--- config.mk ---
export PLATFORM = sky130hd
export DESIGN_NAME = baud_gen
export DESIGN_NICKNAME = d
export VERILOG_FILES = /design/src/rtl/baud_gen_pkg.sv /design/src/rtl/baud_cfg.sv /design/src/rtl/baud_div.sv /design/src/rtl/baud_osr_seq.sv /design/src/rtl/baud_gen.sv
export SDC_FILE = /design/constraint.sdc
export NUM_CORES = 1
export LEC_CHECK = 0
export BUFFER_PORTS_ARGS = -buffer_cell sky130_fd_sc_hd__buf_2
export CORE_ASPECT_RATIO = 1.2
export CORE_MARGIN = 5
export CORE_UTILIZATION = 30
export DETAILED_ROUTE_END_ITERATION = 12
export PLACE_DENSITY = 0.55
export SKIP_CTS_REPAIR_TIMING = 1
export SLEW_MARGIN = 25
export SYNTH_ARGS = -nofsm -noshare
export SYNTH_HDL_FRONTEND = slang
export SYNTH_HIERARCHICAL = 1
export SYNTH_SLANG_ARGS = --single-unit
export TNS_END_PERCENT = 20
--- constraint.sdc ---
create_clock -name clk -period 3.3 [get_ports clk]
set_input_delay 0.66 -clock clk [delete_from_list [all_inputs] [get_ports clk]]
set_output_delay 0.66 -clock clk [all_outputs]
set_load 0.1 [all_outputs]
--- src/rtl/baud_gen_pkg.sv ---
package baud_gen_pkg;

   localparam int unsigned DEF_DIV_W     = 13;
   localparam int unsigned DEF_OSR_W     = 5;
   localparam int unsigned DEF_MIN_RATIO = 4;
   localparam int unsigned DEF_DUAL_BELOW = 8;

   typedef enum logic {
      SMP_SINGLE = 1'b0,
      SMP_DUAL   = 1'b1
   } smp_mode_e;

   typedef struct packed {
      logic os;
      logic bt;
      logic smp;
   } strobe_t;

endpackage

--- src/rtl/baud_cfg.sv ---
module baud_cfg
   import baud_gen_pkg::*;
#(
   parameter int unsigned OSR_W      = DEF_OSR_W,
   parameter int unsigned MIN_RATIO  = DEF_MIN_RATIO,
   parameter int unsigned DUAL_BELOW = DEF_DUAL_BELOW,
   parameter bit          FORCE_DUAL = 1'b1
) (
   input  logic [OSR_W-1:0] osr_m1,
   input  logic             both_edge,
   output logic [OSR_W-1:0] last_idx,
   output logic [OSR_W-1:0] mid_idx,
   output smp_mode_e        mode
);

   localparam int unsigned RW = OSR_W + 1;
   localparam logic [OSR_W-1:0] MIN_LAST = OSR_W'(MIN_RATIO - 1);
   localparam logic [RW-1:0]    DUAL_LIM = RW'(DUAL_BELOW);

   logic [RW-1:0] ratio;
   logic          low_ratio;

   always_comb begin
      last_idx = (osr_m1 < MIN_LAST) ? MIN_LAST : osr_m1;
      ratio    = {1'b0, last_idx} + RW'(1);
      mid_idx  = ratio[RW-1:1];
      low_ratio = (ratio < DUAL_LIM);
   end

   generate
      if (FORCE_DUAL) begin : g_forced
         assign mode = (both_edge || low_ratio) ? SMP_DUAL : SMP_SINGLE;
      end else begin : g_free
         logic unused_low;
         assign unused_low = low_ratio;
         assign mode = both_edge ? SMP_DUAL : SMP_SINGLE;
      end
   endgenerate

endmodule

--- src/rtl/baud_div.sv ---
module baud_div #(
   parameter int unsigned DIV_W = baud_gen_pkg::DEF_DIV_W
) (
   input  logic             clk,
   input  logic             rst_n,
   input  logic             clr,
   input  logic [DIV_W-1:0] divisor,
   output logic             wrap
);

   localparam int unsigned CW = DIV_W + 1;

   logic [DIV_W-1:0] cnt;
   logic [CW-1:0]    cnt_nx;

   always_comb begin
      cnt_nx = {1'b0, cnt} + CW'(1);
      wrap   = !clr && (cnt_nx >= {1'b0, divisor});
   end

   always_ff @(posedge clk or negedge rst_n) begin
      if (!rst_n) begin
         cnt <= '0;
      end else if (clr || wrap) begin
         cnt <= '0;
      end else begin
         cnt <= cnt_nx[DIV_W-1:0];
      end
   end

endmodule

--- src/rtl/baud_osr_seq.sv ---
module baud_osr_seq
   import baud_gen_pkg::*;
#(
   parameter int unsigned OSR_W = DEF_OSR_W
) (
   input  logic             clk,
   input  logic             rst_n,
   input  logic             clr,
   input  logic             adv,
   input  logic [OSR_W-1:0] last_idx,
   input  logic [OSR_W-1:0] mid_idx,
   input  smp_mode_e        mode,
   output strobe_t          stb
);

   logic [OSR_W-1:0] cnt;
   logic             at_last;
   logic             at_mid;
   logic             at_pre;

   always_comb begin
      at_last = (cnt >= last_idx);
      at_mid  = (cnt == mid_idx);
      at_pre  = (mode == SMP_DUAL) && (cnt == (mid_idx - OSR_W'(1)));
   end

   always_ff @(posedge clk or negedge rst_n) begin
      if (!rst_n) begin
         cnt <= '0;
         stb <= '0;
      end else if (clr) begin
         cnt <= '0;
         stb <= '0;
      end else if (adv) begin
         cnt     <= at_last ? '0 : cnt + OSR_W'(1);
         stb.os  <= 1'b1;
         stb.bt  <= at_last;
         stb.smp <= at_mid || at_pre;
      end else begin
         stb <= '0;
      end
   end

endmodule

--- src/rtl/baud_gen.sv ---
module baud_gen
   import baud_gen_pkg::*;
#(
   parameter int unsigned DIV_W      = DEF_DIV_W,
   parameter int unsigned OSR_W      = DEF_OSR_W,
   parameter int unsigned MIN_RATIO  = DEF_MIN_RATIO,
   parameter int unsigned DUAL_BELOW = DEF_DUAL_BELOW,
   parameter bit          FORCE_DUAL = 1'b1
) (
   input  logic             clk,
   input  logic             rst_n,
   input  logic             enable,
   input  logic [DIV_W-1:0] divisor,
   input  logic [OSR_W-1:0] osr_m1,
   input  logic             both_edge,
   input  logic             resync,
   output logic             os_tick,
   output logic             bit_tick,
   output logic             sample_stb
);

   generate
      if (DIV_W < 1 || DIV_W > 24) begin : g_bad_div
         $error("baud_gen: DIV_W out of range");
      end
      if (MIN_RATIO < 3 || MIN_RATIO > (1 << OSR_W)) begin : g_bad_min
         $error("baud_gen: MIN_RATIO must fit the ratio field and be at least 3");
      end
      if (DUAL_BELOW > (1 << OSR_W) + 1) begin : g_bad_dual
         $error("baud_gen: DUAL_BELOW beyond ratio range");
      end
   endgenerate

   logic             clr;
   logic             adv;
   logic [OSR_W-1:0] last_idx;
   logic [OSR_W-1:0] mid_idx;
   smp_mode_e        mode;
   strobe_t          stb;

   assign clr = !enable || (divisor == '0) || resync;

   baud_cfg #(
      .OSR_W      (OSR_W),
      .MIN_RATIO  (MIN_RATIO),
      .DUAL_BELOW (DUAL_BELOW),
      .FORCE_DUAL (FORCE_DUAL)
   ) i_cfg (
      .osr_m1    (osr_m1),
      .both_edge (both_edge),
      .last_idx  (last_idx),
      .mid_idx   (mid_idx),
      .mode      (mode)
   );

   baud_div #(
      .DIV_W (DIV_W)
   ) i_div (
      .clk     (clk),
      .rst_n   (rst_n),
      .clr     (clr),
      .divisor (divisor),
      .wrap    (adv)
   );

   baud_osr_seq #(
      .OSR_W (OSR_W)
   ) i_seq (
      .clk      (clk),
      .rst_n    (rst_n),
      .clr      (clr),
      .adv      (adv),
      .last_idx (last_idx),
      .mid_idx  (mid_idx),
      .mode     (mode),
      .stb      (stb)
   );

   assign os_tick    = stb.os;
   assign bit_tick   = stb.bt;
   assign sample_stb = stb.smp;

endmodule

==> impl_metrics.tcl, run 1 <==
set metrics [dict create \
    antennaDiodeCount 0 \
    cp.arrival_ns 3.24 \
    fin_skew_ns 0.00585 \
    grtUsageTotal_pct 11.3 \
    grt_max_degree 22 \
    synth_ff_type "dfrtp_1" \
    final_cells 307 \
    fmax_ghz 0.330 \
    postSynthCellCount 199 \
    cts_root_buf "clkbuf_8" \
    cp_slowest_stage_delay_ns 0.41 \
    finalMaxSlewViolations 0 \
    syn-num-nets 244 \
    synth.distinct_cells 46 \
    synth-compound-area-share_pct 12.3 \
    dpl.cell_count 303 \
    io_pins 26 \
    die_area_um2 7760 \
    synth_top_family_by_area "simple AND/OR/NAND/NOR gates" \
    cts_tree "built" \
    portBuffers 25 \
    route.detailed.drc 0 \
    synth-xor-area-share_pct 11.0 \
    crit_buf_inv 0 \
    fp.coreArea_um2 5970 \
    syn2layout_area_growth_pct 15.5 \
    period_needed_ns 3.03 \
    whs_ns 0.352 \
    worst-path-max-fanout 5 \
    place.gp.congestion 0.826 \
    cts.sinks 21 \
    place_hpwl_um 3230 \
    grt_remaining_overflow 0 \
    die_h_um 95.5 \
    yosysWarnings 6 \
    power_density_nw_per_um2 247 \
    cap_violations 0 \
    seq_area_um2 527 \
    cts.path.max_buffers 2 \
    die_width_um 81.3 \
    cp-end-kind "flip-flop" \
    routed_wl_um 3980 \
    vias_per_cell 5.00 \
    slew_headroom_pct 67.2 \
    ir_worst_vdd_v 0.000120 \
    avgRoutedWirePerCell_um 13.0 \
    antenna_found_initial 0 \
    firstDrtPassIters 4 \
    synthSimpleGateAreaFrac_pct 26.3 \
    multi_input_area_um2 1190 \
    hold_path_class "in2async" \
    path_cells "ha_1 > nand4_1 > nor4_2 > xor2_1 > ha_1 > nand3_1 > nor2_1 > o221ai_1 > a31oi_2 > and2b_1 > o21ai_0 > nor2_1 > a22o_1" \
    initial_core_util_pct 30.6 \
    clkLatencyLatePin_ns 0.26 \
    p_leak_nw 1.09 \
    crit_type "reg2reg" \
    path_delay_family "simple AND/OR/NAND/NOR gates" \
    rows 31 \
    synth.yosys.seq_area_share_pct 28.7 \
    nets 271 \
    numCtsBuffers 3 \
    setup_violations 0 \
    yosys_register_bits 21 \
    async_flop_share_pct 100 \
    synth_mux_area_share_pct 0 \
    vias 1534 \
    place_area_um2 2050 \
    cp_slowest_cell "dfrtp_2" \
    worst_pin_slew_ns 0.492 \
    grt_pass1_vias 1526 \
    drive_gt1_share_pct 20.4 \
    synth_fa_ha_area_share_pct 15.1 \
    drt_iter0_markers 33 \
    clk_transition_reported_paths_ns 0.08 \
    setup_tns_ns 0 \
    finalHoldViolCount 0 \
    period_share_pct 92.0 \
    synth_area_per_cell_um2 9.19 \
    crit_required_ns 3.50 \
    n_fill_cell 644 \
    outcome "completed" \
    cts_max_level 1 \
    critPathLaunchType "flip-flop" \
    syn-cell-area_um2 1830 \
    synth_edf_count 0 \
    stdcell_area_um2 2110 \
    grt_pass1_wl_um 6850 \
    ant_nets 0 \
]
worst paths after layout:
kind,to,startpoint,depth (start not counted),slack (ns)
max in group asynchronous,i_div/cnt[0],rst_n,1,2.59
setup reg to reg,i_seq/cnt[2],i_div/cnt[0],13,0.27
hold reg to reg,i_div/cnt[0],i_div/cnt[0],1,0.50
hold / removal,i_div/cnt[1],rst_n,1,0.35
setup / recovery,i_seq/cnt[2],i_div/cnt[0],13,0.27
min in group clk,i_div/cnt[0],i_div/cnt[0],1,0.50
synth_stat cells (all sizes together) (2+ instances only):
cell type | n | share of area (%)
a21oi | 7 | 2.3
a22o | 4 | 1.9
a31oi | 2 | 0.68
and3 | 2 | 0.75
and4b | 11 | 6.0
clkbuf | 6 | 1.2
dfrtp | 21 | 29
ha | 22 | 15
inv | 23 | 4.7
nand2 | 7 | 1.4
nand2b | 3 | 1.0
nand3 | 9 | 2.7
nand4 | 7 | 3.2
nor2 | 12 | 2.5
nor2b | 2 | 0.68
nor3 | 6 | 1.6
nor4 | 5 | 2.5
nor4b | 2 | 0.96
o211ai | 2 | 0.82
o21a | 2 | 0.82
o21ai | 3 | 1.0
or2 | 2 | 0.68
xnor2 | 14 | 6.7
xor2 | 9 | 4.3
cell type report:
cell class                      count  share of cell area [%]
Clock buffer                        3                    1.95
Clock inverter                      1                   0.237
Inverter                           23                    4.09
Multi-Input combinational cell    148                    56.6
Sequential cell                    21                    24.9
Tap cell                           82                    4.86
Timing Repair Buffer               29                    7.35
metrics by stage:
stage                     worst slack [ns]  power [mW]  utilization (%)
final                                0.265       0.521             35.4
after global routing              -0.00674       0.551             35.4
after CTS                           0.0937       0.529             35.1
after detailed placement             0.123       0.359             34.4
after global placement               0.150       0.358             34.4
after floorplan                      0.293       0.326                -
worst reg2reg max path, cell delays in order, from the launching register on:
cell	delay, ns
dfrtp_2	0.41
ha_1	0.21
nand4_1	0.20
nor4_2	0.33
xor2_1	0.13
ha_1	0.35
nand3_1	0.10
nor2_1	0.16
o221ai_1	0.19
a31oi_2	0.22
and2b_1	0.17
o21ai_0	0.11
nor2_1	0.24
a22o_1	0.18
flip-flops by register name, summed over array words and instances, names as in the netlist:
register and cells:
i_div/cnt 13, i_seq/cnt 5, i_seq/stb 3
logic make-up after synthesis:
family,count (synthesis)
AND/OR/NAND/NOR,73
AO/OA/AOI/OAI,30
buffers and inverters,30
XOR/XNOR,23
adder cells (fa/ha/maj),22
flip-flops,21
placed cells by master, fill, tap and decap left out, drive strengths merged, types with 2 or more instances in the layout:
cell type,instances
buf,29
inv,23
ha,22
dfrtp,21
xnor2,14
nor2,12
and4b,11
xor2,9
nand3,9
nand2,7
nand4,7
a21oi,7
nor3,6
nor4,5
a22o,4
clkbuf,3
nand2b,3
o21ai,3
or2,2
o21a,2
o211ai,2
nor4b,2
nor2b,2
and3,2
a31oi,2
where the power goes:
| group | switching [mW] | internal (mW) |
|---|---|---|
| Clock | 0.0828 | 0.0840 |
| Combinational | 0.0520 | 0.0422 |
| Sequential | 0.00138 | 0.258 |
layer usage:
metal | track usage (%) | vias up | routed length (um) | part of all wire (%)
met2 | 19.8 | 34 | 1980 | 50
met4 | 4.93 | 0 | 47 | 1.2
met1 | 13.9 | 718 | 1790 | 45
li1 | - | 780 | - | -
met3 | 0.851 | 2 | 158 | 4.0
met5 | 0 | - | 0 | 0
(Power assumes the default switching activity.)
==> inputs of run 2 (changes only) <==
--- a/config.mk
+++ b/config.mk
@@ -5,16 +5,15 @@
 export SDC_FILE = /design/constraint.sdc
 export NUM_CORES = 1
 export LEC_CHECK = 0
-export BUFFER_PORTS_ARGS = -buffer_cell sky130_fd_sc_hd__buf_2
 export CORE_ASPECT_RATIO = 1.2
 export CORE_MARGIN = 5
 export CORE_UTILIZATION = 30
 export DETAILED_ROUTE_END_ITERATION = 12
-export PLACE_DENSITY = 0.55
+export DONT_BUFFER_PORTS = 1
+export PLACE_DENSITY = 0.52
 export SKIP_CTS_REPAIR_TIMING = 1
 export SLEW_MARGIN = 25
 export SYNTH_ARGS = -nofsm -noshare
 export SYNTH_HDL_FRONTEND = slang
-export SYNTH_HIERARCHICAL = 1
 export SYNTH_SLANG_ARGS = --single-unit
 export TNS_END_PERCENT = 20
==> constraint.sdc (replaced) <==
create_clock -name clk -period 3.6 [get_ports clk]
set_input_delay 0.72 -clock clk [delete_from_list [all_inputs] [get_ports clk]]
set_output_delay 0.72 -clock clk [all_outputs]
set_load 0.1 [all_outputs]
==> impl_metrics.tcl, run 2 <==
set metrics [dict create \
    outcome "completed" \
    synth_ff_type "dfrtp_1" \
    setup_violations 0 \
    ir_worst_vdd_v 0.000125 \
    grt_pass1_wl_um 6140 \
    synth-compound-area-share_pct 14.1 \
    initial_core_util_pct 31.1 \
    grt_remaining_overflow 0 \
    setup_tns_ns 0 \
    die_width_um 79.9 \
    synth_common_cells "inv_1, dfrtp_1, ha_1" \
    netlist.area_leader.share_pct 29.9 \
    antennaDiodeCount 0 \
    cp-end-kind "flip-flop" \
    seq_area_um2 526 \
    fp.coreArea_um2 5670 \
    fin_skew_ns 0.00274 \
    cap_violations 0 \
    synth_edf_count 0 \
    reg_top3 "i_div.cnt (13), i_seq.cnt (5), i_seq.stb (3)" \
    route.detailed.drc 0 \
    regMostFlops "i_div.cnt" \
    portBuffers 0 \
    vias 1380 \
    period_needed_ns 3.02 \
    largest_reg_flops 13 \
    drt_iter0_markers 48 \
    synthSimpleGateAreaFrac_pct 21.8 \
    synth_top_family_by_area "simple AND/OR/NAND/NOR gates" \
    die_area_um2 7510 \
    slew_headroom_pct 40.8 \
    firstDrtPassIters 4 \
    final_cells 277 \
    finalHoldViolCount 0 \
    power_density_nw_per_um2 246 \
    worst_pin_slew_ns 0.889 \
    cts_tree "built" \
    period_share_pct 83.8 \
    yosysWarnings 0 \
    synth_fa_ha_area_share_pct 14.9 \
    die_h_um 93.9 \
    drive_gt1_share_pct 8.12 \
    synth.distinct_cells 44 \
    crit_required_ns 3.78 \
    synth_mux_area_share_pct 0.569 \
    cp.arrival_ns 3.20 \
    yosys.area.top_type "dfrtp_1" \
    clkLatencyLatePin_ns 0.26 \
    finalMaxSlewViolations 0 \
    synth.yosys.seq_area_share_pct 29.9 \
    ant_nets 0 \
    routed_wl_um 3600 \
    nets 242 \
    n_fill_cell 590 \
    hold_path_class "in2async" \
    syn2layout_area_growth_pct 6.33 \
    cts_max_level 1 \
    reg2reg_slack_ns 0.58 \
    multi_input_area_um2 1110 \
    dpl.cell_count 273 \
    cts.path.max_buffers 2 \
    yosys_register_bits 21 \
    place_hpwl_um 2980 \
    grtUsageTotal_pct 10.3 \
    place.gp.congestion 0.770 \
    cts_root_buf "clkbuf_8" \
    rsz0062_at_grt "false" \
    yosysMostFrequentCell "inv_1" \
    cts.sinks 21 \
    critPathLaunchType "flip-flop" \
    final_cell_mix "inv_1, ha_1, dfrtp_1" \
    io_pins 26 \
    postSynthCellCount 199 \
    clk_transition_reported_paths_ns 0.07 \
    crit_type "reg2reg" \
    fmax_ghz 0.332 \
    grt_pass1_vias 1358 \
    vias_per_cell 4.98 \
    worst-path-max-fanout 16 \
    async_flop_share_pct 100 \
    rows 30 \
    p_leak_nw 0.875 \
    antenna_found_initial 0 \
    numCtsBuffers 3 \
    syn-num-nets 243 \
    synth_area_per_cell_um2 8.85 \
    ys_top_cells_by_area "dfrtp_1, ha_1, xnor2_1, inv_1, xor2_1" \
    grt_max_degree 22 \
    avgRoutedWirePerCell_um 13.0 \
    syn-cell-area_um2 1760 \
    layout_commonest_cell "inv_1" \
    synth-xor-area-share_pct 11.4 \
]
run 2: changes by cell type in the layout (fill, tap and decap cells not counted), moves of 3 or more:
cell and change:
nor3_1 -4, a22o_1 -4, buf_4 -4, nand2_1 +4
nand3_1 +5, nand4_1 -3, and4b_1 -11, nor2b_1 +9
buf_2 -25
run 2: path summary, 6_finish.rpt:
check	start	to	cells after the start
setup reg to reg	i_div.cnt[0]	i_seq.cnt[0]	12
setup / recovery	i_div.cnt[0]	i_seq.cnt[0]	12
hold / removal	rst_n	i_div.cnt[12]	0
hold reg to reg	i_div.cnt[0]	i_div.cnt[0]	1
min in group clk	i_div.cnt[0]	i_div.cnt[0]	1
max in group asynchronous	rst_n	i_div.cnt[10]	0
run 2: cells by family after synthesis:
kind of cell               after synthesis
DFF                                     21
AOI/OAI and AO/OA                       30
buffers and inverters                   31
and+or+nand+nor                         72
xor gates and xnor gates                23
muxes                                    1
adders and majority gates               21
run 2: layout make-up:
| type | count | share of cell area, % |
|---|---|---|
| Sequential cell | 21 | 28.1 |
| Tap cell | 80 | 5.35 |
| Clock buffer | 4 | 2.41 |
| Inverter | 25 | 5.01 |
| Multi-Input combinational cell | 147 | 59.2 |
run 2: worst max-delay path, stage by stage, from the launching register on:
cell and delay, ns:
dfrtp_1 0.40, ha_1 0.20, nand3_1 0.12, nor2_1 0.27
nand3_1 0.14, xnor2_1 0.19, ha_1 0.28, a21oi_1 0.15
nand2_1 0.07, a211o_1 0.28, a22o_2 0.32, or2_4 0.35
mux2i_1 0.15
run 2: stage by stage:
| step | total power, mW | util, % | hold WS, ns | instance area, um2 | setup WS (ns) |
|---|---|---|---|---|---|
| 6_report | 0.460 | 33.0 | 0.147 | 1870 | 0.584 |
| 5_1_grt | 0.493 | 33.0 | 0.123 | 1870 | 0.316 |
| 3_3_place_gp | 0.312 | 32.2 | 0.425 | 1830 | 0.562 |
| 2_1_floorplan | 0.303 | - | 0.424 | 1760 | 0.813 |
| 3_5_place_dp | 0.312 | 32.2 | 0.425 | 1830 | 0.575 |
| 4_1_cts | 0.471 | 33.0 | 0.136 | 1870 | 0.551 |
run 2: power breakdown:
part           internal, mW  total (mW)  switching [mW]
clock                0.0789       0.153          0.0741
combinational        0.0306      0.0690          0.0383
sequential            0.237       0.238        0.000974
run 2: layer usage:
layer | track usage (%) | wire (um) | part of all wire, %
met1 | 12.6 | 1650 | 46
met2 | 17.3 | 1680 | 47
met3 | 2.02 | 189 | 5.2
met4 | 4.37 | 81 | 2.2
met5 | 0 | 0 | 0
